===== src/rtl/flush_pkg.sv =====
package flush_pkg;
  typedef enum logic [1:0] {
    LS_INV = 2'b00,
    LS_SHR = 2'b01,
    LS_EXC = 2'b10,
    LS_MOD = 2'b11
  } line_st_e;

  typedef enum logic [2:0] {
    W_IDLE,
    W_SCAN,
    W_WAIT,
    W_INVAL
  } walk_st_e;
endpackage


===== src/rtl/flush_sync.sv =====
module flush_sync #(
  parameter int STAGES = 2
) (
  input  logic clk,
  input  logic rst,
  input  logic req_async,
  output logic req_lvl,
  output logic req_rise,
  output logic strap
);
  localparam int TOP = STAGES - 1;

  // The chain is deliberately left out of reset so the strap sees the pin during reset.
  logic [TOP:0] chain = '0;
  logic         prev  = 1'b0;
  logic         rst_d = 1'b1;
  logic         strap_q = 1'b0;

  always_ff @(posedge clk) begin
    chain <= {chain[TOP-1:0], req_async};
    prev  <= chain[TOP];
    rst_d <= rst;
    if (rst_d && !rst)
      strap_q <= chain[TOP];
  end

  assign req_lvl  = chain[TOP];
  assign req_rise = chain[TOP] & ~prev;
  assign strap    = strap_q;
endmodule


===== src/rtl/flush_walker.sv =====
module flush_walker
  import flush_pkg::*;
#(
  parameter int NLINES = 8,
  parameter int IDX_W  = 3
) (
  input  logic             clk,
  input  logic             rst,
  input  logic             start,
  input  logic [1:0]       line_state,
  input  logic             wb_grant,
  output logic [IDX_W-1:0] line_idx,
  output logic             wb_req,
  output logic             inval_en,
  output logic             busy,
  output logic             flush_ack
);
  localparam logic [IDX_W-1:0] LAST = IDX_W'(NLINES - 1);

  walk_st_e         st;
  logic [IDX_W-1:0] idx;
  logic             at_last;

  assign at_last = (idx == LAST);

  always_ff @(posedge clk) begin
    if (rst) begin
      st        <= W_IDLE;
      idx       <= '0;
      wb_req    <= 1'b0;
      inval_en  <= 1'b0;
      busy      <= 1'b0;
      flush_ack <= 1'b0;
    end else begin
      flush_ack <= 1'b0;
      unique case (st)
        W_IDLE: begin
          if (start) begin
            idx  <= '0;
            busy <= 1'b1;
            st   <= W_SCAN;
          end
        end
        W_SCAN: begin
          if (line_st_e'(line_state) == LS_MOD) begin
            wb_req <= 1'b1;
            st     <= W_WAIT;
          end else if (at_last) begin
            idx      <= '0;
            inval_en <= 1'b1;
            st       <= W_INVAL;
          end else begin
            idx <= idx + 1'b1;
          end
        end
        W_WAIT: begin
          if (wb_grant) begin
            wb_req <= 1'b0;
            if (at_last) begin
              idx      <= '0;
              inval_en <= 1'b1;
              st       <= W_INVAL;
            end else begin
              idx <= idx + 1'b1;
              st  <= W_SCAN;
            end
          end
        end
        W_INVAL: begin
          if (at_last) begin
            inval_en  <= 1'b0;
            busy      <= 1'b0;
            flush_ack <= 1'b1;
            st        <= W_IDLE;
          end else begin
            idx <= idx + 1'b1;
          end
        end
        default: st <= W_IDLE;
      endcase
    end
  end

  assign line_idx = idx;
endmodule


===== src/rtl/flush_seq.sv =====
module flush_seq #(
  parameter int NLINES      = 8,
  parameter int SYNC_STAGES = 2,
  parameter int IDX_W       = $clog2(NLINES)
) (
  input  logic             clk,
  input  logic             rst,
  input  logic             flush_req,
  input  logic [1:0]       line_state,
  input  logic             wb_grant,
  output logic [IDX_W-1:0] line_idx,
  output logic             inval_en,
  output logic             wb_req,
  output logic             alloc_block,
  output logic             busy,
  output logic             flush_ack,
  output logic             strap_cfg
);
  logic req_lvl, req_rise, start;

  flush_sync #(.STAGES(SYNC_STAGES)) u_sync (
    .clk       (clk),
    .rst       (rst),
    .req_async (flush_req),
    .req_lvl   (req_lvl),
    .req_rise  (req_rise),
    .strap     (strap_cfg)
  );

  assign start = req_rise & ~rst;

  flush_walker #(.NLINES(NLINES), .IDX_W(IDX_W)) u_walk (
    .clk        (clk),
    .rst        (rst),
    .start      (start),
    .line_state (line_state),
    .wb_grant   (wb_grant),
    .line_idx   (line_idx),
    .wb_req     (wb_req),
    .inval_en   (inval_en),
    .busy       (busy),
    .flush_ack  (flush_ack)
  );

  assign alloc_block = req_lvl | busy;
endmodule


===== config.mk =====
export PLATFORM = sky130hd
export DESIGN_NAME = flush_seq
export DESIGN_NICKNAME = d
export VERILOG_FILES = /design/src/rtl/flush_pkg.sv /design/src/rtl/flush_sync.sv /design/src/rtl/flush_walker.sv /design/src/rtl/flush_seq.sv
export SDC_FILE = /design/constraint.sdc
export NUM_CORES = 1
export LEC_CHECK = 0
export BUFFER_PORTS_ARGS = -buffer_cell sky130_fd_sc_hd__clkbuf_2
export CAP_MARGIN = 5
export CORE_MARGIN = 10
export CORE_UTILIZATION = 31
export DETAILED_ROUTE_END_ITERATION = 8
export PLACE_DENSITY_LB_ADDON = 0.12
export SLEW_MARGIN = 20
export SYNTH_ARGS = -nofsm -noshare
export SYNTH_HDL_FRONTEND = slang
export SYNTH_SLANG_ARGS = --single-unit

===== constraint.sdc =====
create_clock -name clk -period 2.1 [get_ports clk]
set_clock_uncertainty 0.1 [all_clocks]
set_input_delay 0.63 -clock clk [delete_from_list [all_inputs] [get_ports clk]]
set_output_delay 0.63 -clock clk [all_outputs]
set_load 0.01 [all_outputs]

==> flow_metrics.env <==
export IMPL_static_leakage_power_uw=0.000392
export IMPL_synth_xor_area_share_pct=0
export IMPL_maxUsedRoutingLayer="met4"
export IMPL_clock_path_buffers=2
export IMPL_drive_gt1_share_pct=27.1
export IMPL_drtPass1Iterations=4
export IMPL_clockRootBuffer="clkbuf_4"
export IMPL_cp_slowest_stage_delay_ps=420
export IMPL_grt_pass1_vias=529
export IMPL_status="completed"
export IMPL_synthMuxAreaShare_pct=1.41
export IMPL_synth_warnings=0
export IMPL_die_w_um=67.8
export IMPL_synth_area_um2=708
export IMPL_drv_slew=0
export IMPL_clkTransAtPathRegs_ps=90
export IMPL_yosys_area_share_simple_pct=16.8
export IMPL_wl_met2_um=603
export IMPL_yosys_area_share_adder_pct=14.1
export IMPL_hold_viol=0
export IMPL_cts_repair_resized=0
export IMPL_drc=0
export IMPL_hold_buffers=0
export IMPL_synthTopCellsByArea="dfxtp_1 37%, ha_1 14%, a21oi_1 4.2%"
export IMPL_clkLatencyLatePin_ps=280
export IMPL_numCtsBuffers=3
export IMPL_yosys_area_top_type="dfxtp_1"
export IMPL_htreeDepth=1
export IMPL_finalCritPeriodShare_pct=90.3
export IMPL_min_period_ps=1900
export IMPL_final_cell_mix="14 x clkbuf_2, 13 x dfxtp_1, 8 x ha_1"
export IMPL_drtIter0Drc=14
export IMPL_worst_path_max_delay_cell="or4_1"
export IMPL_rows=17
export IMPL_pin_count=15
export IMPL_initial_utilization_pct=32.3
export IMPL_max_cap_viol_count=0
export IMPL_start_kind="register"
export IMPL_die_h_um=67.8
export IMPL_grt_total_usage_pct=6.65
export IMPL_synth_cell_types=30
export IMPL_critPathKind="reg2reg"
export IMPL_dpl_worst_slack_ps=179
export IMPL_synth_async_reset_ratio_pct=0
export IMPL_fillers=220
export IMPL_die_area_um2=4600
export IMPL_met3_length_um=76
export IMPL_finalNetCount=111
export IMPL_wl_met1_um=701
export IMPL_multiInputGateArea_um2=388
export IMPL_post_cts_buffers=0
export IMPL_coreArea_um2=2190
export IMPL_io_buffers=14
export IMPL_grt_overflow=0
export IMPL_slew_headroom_pct=78.1
export IMPL_synthFlopType="dfxtp_1"
export IMPL_cp_required_ps=2220
export IMPL_avgViaCountPerCell=4.69
export IMPL_gp_congestion=0.739
export IMPL_ir_drop_uv=307
export IMPL_worst_pin_slew_ps=325
export IMPL_tritoncts="done"
export IMPL_synth_top_family_by_area="compound AO/OA/AOI/OAI gates"
export IMPL_syn_num_nets=88
export IMPL_syn_area_per_cell_um2=9.57
export IMPL_synth_edf_count=1
export IMPL_timing_final_ws_setup_ps=204
export IMPL_worst_setup_path_end_kind="register"
export IMPL_power_per_cell_area_nw_per_um2=849
export IMPL_path_cells="inv_1, ha_1, nor2b_1, a311o_1, or4_1, a21oi_1"
export IMPL_routed_wl_um=1420
export IMPL_grt_max_degree=13
export IMPL_max_freq_mhz=528
export IMPL_syn_inst=74
export IMPL_seqCellArea_um2=290
export IMPL_ys_ff_latch=14
export IMPL_vias=582
export IMPL_hold_path_class="reg2reg"
export IMPL_cts_num_sinks=14
export IMPL_grt_antenna_before_repair=0
export IMPL_synth_compound_area_share_pct=22.4
export IMPL_finalSetupViolCount=0
export IMPL_netlist_area_leader_share_pct=36.7
export IMPL_drtAntennaViolNets=0
export IMPL_syn_to_final_growth_pct=24.2
export IMPL_layout_commonest_cell="clkbuf_2"
export IMPL_cp_max_fo=4
export IMPL_wire_per_inst_um=11.4
export IMPL_grt_pass1_wl_um=2350
export IMPL_dpl_hpwl_um=1120
export IMPL_ys_seq_area_share_pct=41.0
export IMPL_antenna_cells=0
export IMPL_rsz0062_at_grt="false"
export IMPL_cp_data_arrival_time_ps=2020
export IMPL_final_setup_tns_ps=0
[cell usage after synthesis, types with 2 or more instances]
master and number:
nand2_1 6, a21oi_1 6, o21ai_0 2, a211oi_1 3, nor2_1 5, o21a_1 2
inv_1 4, o211ai_1 2, nand2b_1 2, nor2b_1 3, ha_1 8, dfxtp_1 13
[cells by family after synthesis]
| family | count (synthesis) |
|---|---|
| buffers and inverters | 6 |
| AO/OA/AOI/OAI | 23 |
| adder cells (fa/ha/maj) | 8 |
| multiplexers | 1 |
| flip-flops | 14 |
| AND/OR/NAND/NOR | 22 |
[area by class of cell]
cell class              count  area share, %
flip-flops and latches     14           33.0
inverters                   4           1.71
clock buffers               4           4.13
repair buffers             20           13.1
multi-input cells          54           44.1
well taps                  28           3.98
[per-layer routing]
metal / track usage [%] / up-vias
met5: 0 / -
met4: 3.77 / 0
met3: 2.81 / 5
met2: 9.62 / 12
met1: 8.07 / 256
li1: - / 309
[worst paths after layout]
check             slack (ps)       startpoint  cells past startpoint               to
hold / removal           230  u_sync.chain[0]                      0  u_sync.chain[1]
hold reg to reg          230  u_sync.chain[0]                      0  u_sync.chain[1]
setup reg to reg         200     u_walk.st[0]                      6     u_walk.st[0]
setup / recovery         200     u_walk.st[0]                      6     u_walk.st[0]
[metrics by stage]
step / utilization [%] / hold WS, ps / cell area (µm²) / power [µW] / cells
global route: 40.1 / 238 / 880 / 797 / 124
CTS: 40.1 / 232 / 880 / 754 / 124
floorplan: - / 210 / 708 / 482 / 74
detailed placement: 38.5 / 212 / 843 / 558 / 120
global placement: 38.5 / 211 / 843 / 564 / 120
finish: 40.1 / 232 / 880 / 747 / 124
[sequential cells by signal (all words and copies together), names as in the netlist]
name	count
u_sync.chain	2
u_sync.prev	1
u_sync.rst_d	1
u_sync.strap	1
u_walk.busy	1
u_walk.flush_ack	1
u_walk.inval_en	1
u_walk.line_idx	3
u_walk.st	2
u_walk.wb_req	1
[worst max-delay path: cells and delay by family (launching register included)]
kind                       cells  cell delay [ps]
DFF                            1              360
adders and majority gates      1              210
AOI/OAI and AO/OA              2              500
and+or+nand+nor                2              580
buffers and inverters          1               80
[report_power, final]
part / switching [µW] / internal (µW) / total [µW]
Clock: 89.8 / 105 / 195
Combinational: 133 / 110 / 243
Sequential: 16.4 / 292 / 308
Total: 239 / 508 / 747
Note: power is estimated with default switching activity, not from simulation.
